`src/rtl/eepb_pkg.sv`:
```
package eepb_pkg;
  typedef enum logic [1:0] {
    RGN_XRAM   = 2'd0,
    RGN_EEPROM = 2'd1,
    RGN_XMEM   = 2'd2
  } region_e;

  typedef enum logic [1:0] {
    SEQ_IDLE = 2'd0,
    SEQ_WALK = 2'd1,
    SEQ_WAIT = 2'd2
  } seq_state_e;
endpackage

```
`src/rtl/eepb_region_dec.sv`:
```
module eepb_region_dec
  import eepb_pkg::*;
#(
  parameter int AW        = 16,
  parameter int XRAM_SIZE = 256,
  parameter int EE_SIZE   = 512
) (
  input  logic [AW-1:0] addr,
  input  logic          cfg_xram_off,
  input  logic          cfg_ee_en,
  output region_e       region
);
  localparam logic [AW:0] XRAM_LIM = (AW+1)'(XRAM_SIZE);
  localparam logic [AW:0] EE_LIM   = (AW+1)'(EE_SIZE);

  logic below_xram;
  logic below_ee;

  always_comb begin
    below_xram = ({1'b0, addr} < XRAM_LIM);
    below_ee   = ({1'b0, addr} < EE_LIM);
    if (below_xram && !cfg_xram_off) begin
      region = RGN_XRAM;
    end else if (below_ee && cfg_ee_en) begin
      region = RGN_EEPROM;
    end else begin
      region = RGN_XMEM;
    end
  end
endmodule

```
`src/rtl/eepb_page_buf.sv`:
```
module eepb_page_buf #(
  parameter int DW    = 8,
  parameter int SLOTS = 32,
  localparam int SW   = $clog2(SLOTS)
) (
  input  logic             clk,
  input  logic             rst_n,
  input  logic             wr_en,
  input  logic [SW-1:0]    wr_slot,
  input  logic [DW-1:0]    wr_data,
  input  logic             clr_all,
  input  logic [SW-1:0]    rd_slot_a,
  input  logic [SW-1:0]    rd_slot_b,
  output logic [SLOTS-1:0] vld,
  output logic [DW-1:0]    dat_a,
  output logic [DW-1:0]    dat_b
);
  logic [SLOTS-1:0][DW-1:0] dat_q;
  logic [SLOTS-1:0][DW-1:0] dat_d;
  logic [SLOTS-1:0]         vld_q;
  logic [SLOTS-1:0]         vld_d;

  always_comb begin
    dat_d = dat_q;
    vld_d = vld_q;
    if (clr_all) begin
      vld_d = '0;
    end
    if (wr_en) begin
      dat_d[wr_slot] = wr_data;
      vld_d[wr_slot] = 1'b1;
    end
  end

  always_ff @(posedge clk or negedge rst_n) begin
    if (!rst_n) begin
      dat_q <= '0;
      vld_q <= '0;
    end else begin
      dat_q <= dat_d;
      vld_q <= vld_d;
    end
  end

  assign vld   = vld_q;
  assign dat_a = dat_q[rd_slot_a];
  assign dat_b = dat_q[rd_slot_b];
endmodule

```
`src/rtl/eepb_prog_seq.sv`:
```
module eepb_prog_seq
  import eepb_pkg::*;
#(
  parameter int AW    = 16,
  parameter int SLOTS = 32,
  parameter int TW    = 16,
  localparam int SW   = $clog2(SLOTS)
) (
  input  logic             clk,
  input  logic             rst_n,
  input  logic             commit,
  input  logic [AW-1:0]    commit_base,
  input  logic [SLOTS-1:0] commit_mask,
  input  logic [TW-1:0]    prog_cycles,
  output logic             ready,
  output logic             walk_we,
  output logic [SW-1:0]    walk_slot,
  output logic [AW-1:0]    prog_base,
  output logic [SLOTS-1:0] prog_mask,
  output logic             done
);
  seq_state_e       st_q,   st_d;
  logic [SW-1:0]    slot_q, slot_d;
  logic [TW-1:0]    tmr_q,  tmr_d;
  logic [AW-1:0]    base_q, base_d;
  logic [SLOTS-1:0] mask_q, mask_d;
  logic             tmr_end;

  assign tmr_end = (tmr_q <= TW'(1));

  always_comb begin
    st_d   = st_q;
    slot_d = slot_q;
    tmr_d  = tmr_q;
    base_d = base_q;
    mask_d = mask_q;
    case (st_q)
      SEQ_IDLE: begin
        if (commit) begin
          st_d   = SEQ_WALK;
          slot_d = '0;
          base_d = commit_base;
          mask_d = commit_mask;
        end
      end
      SEQ_WALK: begin
        if (slot_q == SW'(SLOTS-1)) begin
          st_d  = SEQ_WAIT;
          tmr_d = prog_cycles;
        end else begin
          slot_d = slot_q + 1'b1;
        end
      end
      SEQ_WAIT: begin
        if (tmr_end) begin
          st_d   = SEQ_IDLE;
          mask_d = '0;
        end else begin
          tmr_d = tmr_q - 1'b1;
        end
      end
      default: st_d = SEQ_IDLE;
    endcase
  end

  always_ff @(posedge clk or negedge rst_n) begin
    if (!rst_n) begin
      st_q   <= SEQ_IDLE;
      slot_q <= '0;
      tmr_q  <= '0;
      base_q <= '0;
      mask_q <= '0;
    end else begin
      st_q   <= st_d;
      slot_q <= slot_d;
      tmr_q  <= tmr_d;
      base_q <= base_d;
      mask_q <= mask_d;
    end
  end

  assign ready     = (st_q == SEQ_IDLE);
  assign walk_we   = (st_q == SEQ_WALK) && mask_q[slot_q];
  assign walk_slot = slot_q;
  assign prog_base = base_q;
  assign prog_mask = mask_q;
  assign done      = (st_q == SEQ_WAIT) && tmr_end;
endmodule

```
`src/rtl/eepb_cell_ram.sv`:
```
module eepb_cell_ram #(
  parameter int DW    = 8,
  parameter int DEPTH = 512,
  localparam int RAW  = $clog2(DEPTH)
) (
  input  logic           clk,
  input  logic           we,
  input  logic [RAW-1:0] waddr,
  input  logic [DW-1:0]  wdata,
  input  logic [RAW-1:0] raddr,
  output logic [DW-1:0]  rdata
);
  logic [DW-1:0] mem [DEPTH];

  always_ff @(posedge clk) begin
    if (we) begin
      mem[waddr] <= wdata;
    end
  end

  assign rdata = mem[raddr];
endmodule

```
`src/rtl/xdata_ee_pager.sv`:
```
module xdata_ee_pager
  import eepb_pkg::*;
#(
  parameter int AW        = 16,
  parameter int DW        = 8,
  parameter int XRAM_SIZE = 256,
  parameter int EE_SIZE   = 512,
  parameter int SLOTS     = 32,
  parameter int TW        = 16
) (
  input  logic          clk,
  input  logic          rst_n,
  input  logic [AW-1:0] addr,
  input  logic [DW-1:0] wdata,
  input  logic          rd_en,
  input  logic          wr_en,
  input  logic          cfg_xram_off,
  input  logic          cfg_ee_en,
  input  logic          ctl_wr_en,
  input  logic          ctl_wr_ok,
  input  logic          ctl_load_only,
  input  logic [TW-1:0] prog_cycles,
  input  logic          fault_clr,
  output logic [DW-1:0] rdata,
  output logic          ee_ready,
  output logic          fault,
  output logic          sel_xram,
  output logic          sel_eeprom,
  output logic          sel_xmem
);
  localparam int SW    = $clog2(SLOTS);
  localparam int EE_AW = $clog2(EE_SIZE);

  region_e          region;
  logic             access;
  logic             ee_wr;
  logic             wr_permit;
  logic             accept;
  logic             reject;
  logic             commit;
  logic [SW-1:0]    slot;
  logic [AW-1:0]    page_base;
  logic [SLOTS-1:0] slot_bit;
  logic [SLOTS-1:0] buf_vld;
  logic [DW-1:0]    buf_walk_dat;
  logic [DW-1:0]    buf_rd_dat;
  logic             walk_we;
  logic [SW-1:0]    walk_slot;
  logic [AW-1:0]    prog_base;
  logic [SLOTS-1:0] prog_mask;
  logic             prog_done;
  logic [EE_AW-1:0] ram_waddr;
  logic [DW-1:0]    ram_rd;
  logic             poll_hit;
  logic [DW-1:0]    rdata_q, rdata_d;
  logic             fault_q, fault_d;

  eepb_region_dec #(
    .AW(AW), .XRAM_SIZE(XRAM_SIZE), .EE_SIZE(EE_SIZE)
  ) u_dec (
    .addr(addr), .cfg_xram_off(cfg_xram_off), .cfg_ee_en(cfg_ee_en), .region(region)
  );

  always_comb begin
    access     = rd_en || wr_en;
    sel_xram   = access && (region == RGN_XRAM);
    sel_eeprom = access && (region == RGN_EEPROM);
    sel_xmem   = access && (region == RGN_XMEM);
    slot       = addr[SW-1:0];
    page_base  = {addr[AW-1:SW], {SW{1'b0}}};
    slot_bit   = SLOTS'(1) << slot;
    ee_wr      = wr_en && (region == RGN_EEPROM);
    wr_permit  = ctl_wr_en && ee_ready && ctl_wr_ok;
    accept     = ee_wr && wr_permit;
    reject     = ee_wr && !wr_permit;
    commit     = accept && !ctl_load_only;
  end

  eepb_page_buf #(.DW(DW), .SLOTS(SLOTS)) u_buf (
    .clk(clk), .rst_n(rst_n),
    .wr_en(accept), .wr_slot(slot), .wr_data(wdata),
    .clr_all(prog_done),
    .rd_slot_a(walk_slot), .rd_slot_b(slot),
    .vld(buf_vld), .dat_a(buf_walk_dat), .dat_b(buf_rd_dat)
  );

  eepb_prog_seq #(.AW(AW), .SLOTS(SLOTS), .TW(TW)) u_seq (
    .clk(clk), .rst_n(rst_n),
    .commit(commit), .commit_base(page_base), .commit_mask(buf_vld | slot_bit),
    .prog_cycles(prog_cycles),
    .ready(ee_ready), .walk_we(walk_we), .walk_slot(walk_slot),
    .prog_base(prog_base), .prog_mask(prog_mask), .done(prog_done)
  );

  assign ram_waddr = {prog_base[EE_AW-1:SW], walk_slot};

  eepb_cell_ram #(.DW(DW), .DEPTH(EE_SIZE)) u_ram (
    .clk(clk), .we(walk_we), .waddr(ram_waddr), .wdata(buf_walk_dat),
    .raddr(addr[EE_AW-1:0]), .rdata(ram_rd)
  );

  always_comb begin
    poll_hit = !ee_ready && (addr[AW-1:SW] == prog_base[AW-1:SW]) && prog_mask[slot];
    rdata_d  = rdata_q;
    if (rd_en && (region == RGN_EEPROM)) begin
      rdata_d = poll_hit ? {~buf_rd_dat[DW-1], buf_rd_dat[DW-2:0]} : ram_rd;
    end
    fault_d = fault_q;
    if (reject) begin
      fault_d = 1'b1;
    end else if (fault_clr) begin
      fault_d = 1'b0;
    end
  end

  always_ff @(posedge clk or negedge rst_n) begin
    if (!rst_n) begin
      rdata_q <= '0;
      fault_q <= 1'b0;
    end else begin
      rdata_q <= rdata_d;
      fault_q <= fault_d;
    end
  end

  assign rdata = rdata_q;
  assign fault = fault_q;
endmodule

```
`config.mk`:
```
export PLATFORM = sky130hd
export DESIGN_NAME = xdata_ee_pager
export DESIGN_NICKNAME = d
export VERILOG_FILES = /design/src/rtl/eepb_pkg.sv /design/src/rtl/eepb_region_dec.sv /design/src/rtl/eepb_page_buf.sv /design/src/rtl/eepb_prog_seq.sv /design/src/rtl/eepb_cell_ram.sv /design/src/rtl/xdata_ee_pager.sv
export SDC_FILE = /design/constraint.sdc
export NUM_CORES = 2
export LEC_CHECK = 0
export BUFFER_PORTS_ARGS = -buffer_cell sky130_fd_sc_hd__clkbuf_2
export CAP_MARGIN = 20
export CORE_MARGIN = 2
export CORE_UTILIZATION = 57
export DETAILED_ROUTE_END_ITERATION = 6
export GPL_ROUTABILITY_DRIVEN = 0
export MAX_ROUTING_LAYER = met4
export PLACE_DENSITY = 0.73
export REMOVE_ABC_BUFFERS = 1
export SLEW_MARGIN = 15
export SYNTH_ARGS = -nofsm -noshare
export SYNTH_HDL_FRONTEND = slang
export SYNTH_HIERARCHICAL = 1
export SYNTH_SLANG_ARGS = --single-unit
```
`constraint.sdc`:
```
create_clock -name clk -period 18.2 [get_ports clk]
set_input_delay 0.91 -clock clk [delete_from_list [all_inputs] [get_ports clk]]
set_output_delay 0.91 -clock clk [all_outputs]
set_load 0.02 [all_outputs]
```
Word-level counts from Yosys, hierarchy flattened
Memory sizes are Yosys's and may differ from the RTL's.
Cells that the tools add are included.

cells by class
  reductions and logical operators = 33
  shift operators = 1
  add/sub/neg operators = 2
  muxes and demuxes = 35
  eq/ne operators = 11
  $lt $le $gt $ge = 6
  div/mod/pow operators = 0
  $mul = 0
  bitwise logic cells = 3

operators with widths
  cell                                                  number
  bitwise mux 256 bit                                   1
  two-way mux 32 bit                                    4
  binary-select mux 8 bit (select 5 bit)                2
  OR 32 bit                                             2
  one-hot mux 32 bit (2 select lines)                   1
  demux 8 bit (select 5 bit)                            1
  two-way mux 16 bit                                    2
  two-way mux 8 bit                                     4
  one-hot mux 16 bit (2 select lines)                   1
  left shift 1 x 5 -> 32 bit, first input constant      1
  logical AND 1 bit                                     17
  <= comparator 16 x 1 -> 1 bit, second input constant  1
  < comparator 16 x 10 -> 1 bit, second input constant  1
  < comparator 16 x 9 -> 1 bit, second input constant   1
  subtractor 16 x 1 -> 16 bit, second input constant    1
  < comparator 5 x 6 -> 1 bit, second input constant    2
  AND reduction 3 bit                                   4
  equality test 11 bit                                  1
  binary-select mux 1 bit (select 5 bit)                2
  two-way mux 2 bit                                     5
  two-way mux 5 bit                                     2
  one-hot mux 5 bit (2 select lines)                    1
  nonzero test 2 bit                                    4
  two-way mux 1 bit                                     7
  14 further kinds                                      23

storage, ports and cells
  flip-flop bits (word level) = 363
  memory bits (writable) = 4096
  word-level logic and storage cells = 132
  memories = 1
  ROM bits = 0
  output and inout bits = 13
  bits in latches = 0

memory list
  name       depth  width  read ports  clocked after memory_dff  wr ports  line                 source
  u_ram.mem  512    8      1           0                         1         eepb_cell_ram.sv:13  logic [DW-1:0] mem [DEPTH];

Logic depth before layout (Yosys ltp)
  word-level depth = 10
  depth in mapped cells = 14
  gate-level depth less buffers = 9

Modules after synthesis
The synthesis kept the hierarchy.

by module, submodules not included
  module           sequential area each (µm²)  times used  cells an instance  area each (µm²)
  eepb_cell_ram    122998.0                    1           8022               159767.0
  eepb_page_buf    7206.9                      1           889                14726.6
  eepb_prog_seq    1776.7                      1           281                3348.2
  xdata_ee_pager   225.2                       1           162                1430.1
  eepb_region_dec  0.0                         1           5                  38.8

Worst setup path after synthesis
OpenSTA, ideal clock, no wires.

  path type = reg2reg
  from = reg u_seq.slot_q[1], in the netlist u_seq/walk_slot[1]
  to = mem u_ram.mem[0][5], data pin
  setup slack = 12.218 ns
  cell stages (with the launch flop) = 6
  arrival time = 5.071 ns
  required time = 17.289 ns
  period minus slack after synthesis = 5.982 ns
  cells stage by stage = dfrtp_1 clkbuf_1 buf_1 mux4_2 mux4_2 mux2_2

between the ends
  cells in the longest elaborated chain, start to end = 2

RTL lines
  element                                  line                  source
  start, declared                          eepb_prog_seq.sv:23   logic [SW-1:0] slot_q, slot_d;
  start signal, assigned                   eepb_prog_seq.sv:75   slot_q <= slot_d;
  binary-select mux 8 bit (select 5 bit)   eepb_page_buf.sv:46   assign dat_a = dat_q[rd_slot_a];
  two-way mux 8 bit (implied by the code)  eepb_page_buf.sv:46
  via buf_walk_dat[5]                      xdata_ee_pager.sv:45  logic [DW-1:0] buf_walk_dat;
  end, declared                            eepb_cell_ram.sv:13

The timed path passes the listed nets, and every way through them passes these cells. The select of a mux whose other input is x is not followed.

Worst setup path after layout
  from = in addr[0]
  to = reg rdata_q[0], in the netlist rdata[0]

RTL lines
  element               line                   source
  start, declared       xdata_ee_pager.sv:13   input logic [AW-1:0] addr,
  memory (512 x 8 bit)  -
  via ram_rd[0]         xdata_ee_pager.sv:53   logic [DW-1:0] ram_rd;
  two-way mux 8 bit     xdata_ee_pager.sv:106  rdata_d = poll_hit ? {~buf_rd_dat[DW-1], buf_rd_dat[DW-2:0]} : ram_rd;
  end signal, assigned  xdata_ee_pager.sv:121  rdata_q <= rdata_d;
  end, declared         xdata_ee_pager.sv:55   logic [DW-1:0] rdata_q, rdata_d;

The timed path passes the listed nets, and every way through them passes these cells. The select of a mux whose other input is x is not followed.
A chain may end at the register's enable or synchronous reset.

==> flow_metrics.env <==
export IMPL_viasPerCell=6.84
export IMPL_finalHoldViolCount=0
export IMPL_wl_met1_um=169000
export IMPL_die_area_sq_um=319000
export IMPL_finalSetupViolCount=0
export IMPL_cp_buffers_inverters=5
export IMPL_grt_pass1_wl_um=655000
export IMPL_hpwl_um=266000
export IMPL_critPathCaptureType="flop"
export IMPL_stdcell_area_sq_um=197000
export IMPL_cap_violations=0
export IMPL_routed_wl_met2_um=217000
export IMPL_status="finished, final reports clean"
export IMPL_crit_path_frequent_cell="buf_4"
export IMPL_hold_path_class="in2async"
export IMPL_cts_hold_repair_buffers=0
export IMPL_cts_sinks=4459
export IMPL_drt_pass1_iter_count=7
export IMPL_dpl_cell_area_sq_um=183000
export IMPL_grtUsageTotal=0.291
export IMPL_post_cts_buffers=0
export IMPL_cts_resized=0
export IMPL_max_stage_delay_ns=0.91
export IMPL_highest_layer="met4"
export IMPL_syn2layout_area_growth_pct=10.2
export IMPL_layout_drive_gt1_share=0.206
export IMPL_yosys_warnings=6
export IMPL_grt_pass1_vias=93600
export IMPL_numCtsBuffers=429
export IMPL_crit_type="in2reg"
export IMPL_grt_max_degree=214
export IMPL_setup_tns_ns=0
export IMPL_min_period_ns=6.74
export IMPL_synthCells=9348
export IMPL_io_buffer_count=62
export IMPL_fillCellCount=20900
export IMPL_rsz0062_at_grt="false"
export IMPL_seq_area_sq_um=132000
export IMPL_crit_slowest_cell="buf_4"
export IMPL_die_w_um=565
export IMPL_htree_levels=5
export IMPL_totalWireLength_um=453000
export IMPL_drcViolationCount=0
export IMPL_num_rows=205
export IMPL_finalCritPeriodShare=0.371
export IMPL_worstSetupStartpointType="input port"
export IMPL_multiInputGateArea_sq_um=43900
export IMPL_p_leak_nw=55.4
export IMPL_boundaryPins=63
export IMPL_insertion_delay_ns=1.00
export IMPL_worstMarginPinSlew_ns=1.32
export IMPL_die_h_um=565
export IMPL_cp_data_arrival_time_ns=7.49
export IMPL_slew_violations=0
export IMPL_antenna_found_initial=19
export IMPL_core_sq_um=312000
export IMPL_p_per_area_nw_per_um2=104
export IMPL_vias=95100
export IMPL_drtIter0Drc=14100
export IMPL_cp_required_ns=18.95
export IMPL_fmax_mhz=148
export IMPL_fin_util=0.632
export IMPL_drtAntennaViolNets=0
export IMPL_cts_root_buf="clkbuf_16"
export IMPL_maxSlewHeadroom=0.115
export IMPL_crit_family="buffers and inverters"
export IMPL_syn_area_per_cell_sq_um=19.2
export IMPL_grt_ovfl_total=0
export IMPL_whs_ns=0.0157
export IMPL_fin_skew_ns=0.0907
export IMPL_cp_max_fo=123
export IMPL_wl_per_cell_um=32.5
export IMPL_syn_area_sq_um=179000
export IMPL_tritoncts="built"
export IMPL_wl_met3_um=49000
export IMPL_vdd_drop_max_mv=0.0929
export IMPL_crit_chain="buf_12 -> buf_4 -> buf_4 -> buf_4 -> buf_4 -> mux4_2 -> a21oi_1 -> o21ai_0 -> nand4_1 -> nand2_1 -> o2111a_1 -> o31ai_1 -> a31oi_1"
export IMPL_clock_path_buffers=4
export IMPL_nets=9450
export IMPL_path_clk_slew_ns=0.06
export IMPL_start_util=0.573
==> through the flow <==
stage          power [mW]  std cells  setup WS, ns
2_1_floorplan        11.5       8731          8.46
3_3_place_gp         11.8      13100         10.62
3_5_place_dp         11.8      13100         10.67
4_1_cts              20.6      13900         11.48
5_1_grt              21.0      13900         11.16
6_report             20.5      13900         11.46
==> cell type report <==
class / instances / area share
inverter: 30 / 0.000609
clock buffer: 542 / 0.0581
sequential: 4459 / 0.669
clock inverter: 248 / 0.0136
antenna: 16 / 0.000203
timing repair buffer: 234 / 0.00956
tap: 4140 / 0.0263
multi-input combinational: 4242 / 0.222
==> power by group <==
| part | switching, mW | total [mW] | internal, mW |
|---|---|---|---|
| clock network | 3.80 | 8.91 | 5.12 |
| logic | 0.389 | 0.565 | 0.176 |
| registers | 0.0000956 | 11.0 | 11.0 |
==> final timing paths <==
| check | from | end | slack, ns | cells past startpoint |
|---|---|---|---|---|
| worst max-delay path | addr[0] | rdata[0] | 11.46 | 13 |
| worst min-delay path | rst_n | u_buf/dat_q[187] | 0.02 | 1 |
| worst max register to register | u_seq/walk_slot[0] | u_ram/mem[178][6] | 11.70 | 8 |
| worst min register to register | u_buf/vld[23] | u_buf/vld[23] | 0.48 | 1 |
| max in group asynchronous | rst_n | rdata[3] | 16.75 | 2 |
| min in group clk | fault_clr | fault | 0.15 | 2 |
==> worst register-to-register path, delay by kind of cell (launching register included) <==
kind / cells / cell delay (ns)
buffers and inverters: 5 / 3.92
muxes: 3 / 1.41
DFF: 1 / 0.68
==> registers in the layout, summed over array words and instances (netlist names) <==
name and cells:
u_buf/dat_q 256, u_buf/vld 32, u_seq/walk_slot 5, u_ram/mem 4096
fault 1, rdata 8, u_seq/tmr_q 16, u_seq/st_q 2
u_seq/prog_mask 32, u_seq/prog_base 11
==> placed cells by master (no fill, tap or decap), types with 11 or more instances in the layout <==
cell,n
clkbuf_8,14
buf_12,13
mux2_2,279
nand2_1,134
clkinv_1,101
a21oi_1,207
o22ai_1,166
a22oi_1,61
o21bai_1,16
nand2_4,12
o221ai_1,372
nand4_1,44
a22o_1,39
edfxtp_1,4096
a31oi_1,11
o31ai_1,24
nor4_1,34
clkbuf_2,56
mux4_2,822
bufinv_16,46
dfrtp_1,360
nor3b_1,12
a211oi_1,19
clkbuf_16,437
nor3_1,115
xor2_1,13
and2_1,23
clkbuf_1,91
clkinv_16,12
nor2_1,636
diode_2,16
a21o_1,28
mux2i_1,806
buf_4,152
nand3_1,41
inv_1,27
clkinv_2,70
o21ai_0,140
==> layer usage <==
metal  vias to the layer above  track usage
met1                     49600        0.396
li1                      38700            -
met2                      5954        0.445
met3                       945       0.0568
met5                         -            -
met4                         0        0.104
No activity file was read; power rests on OpenSTA's default activity.
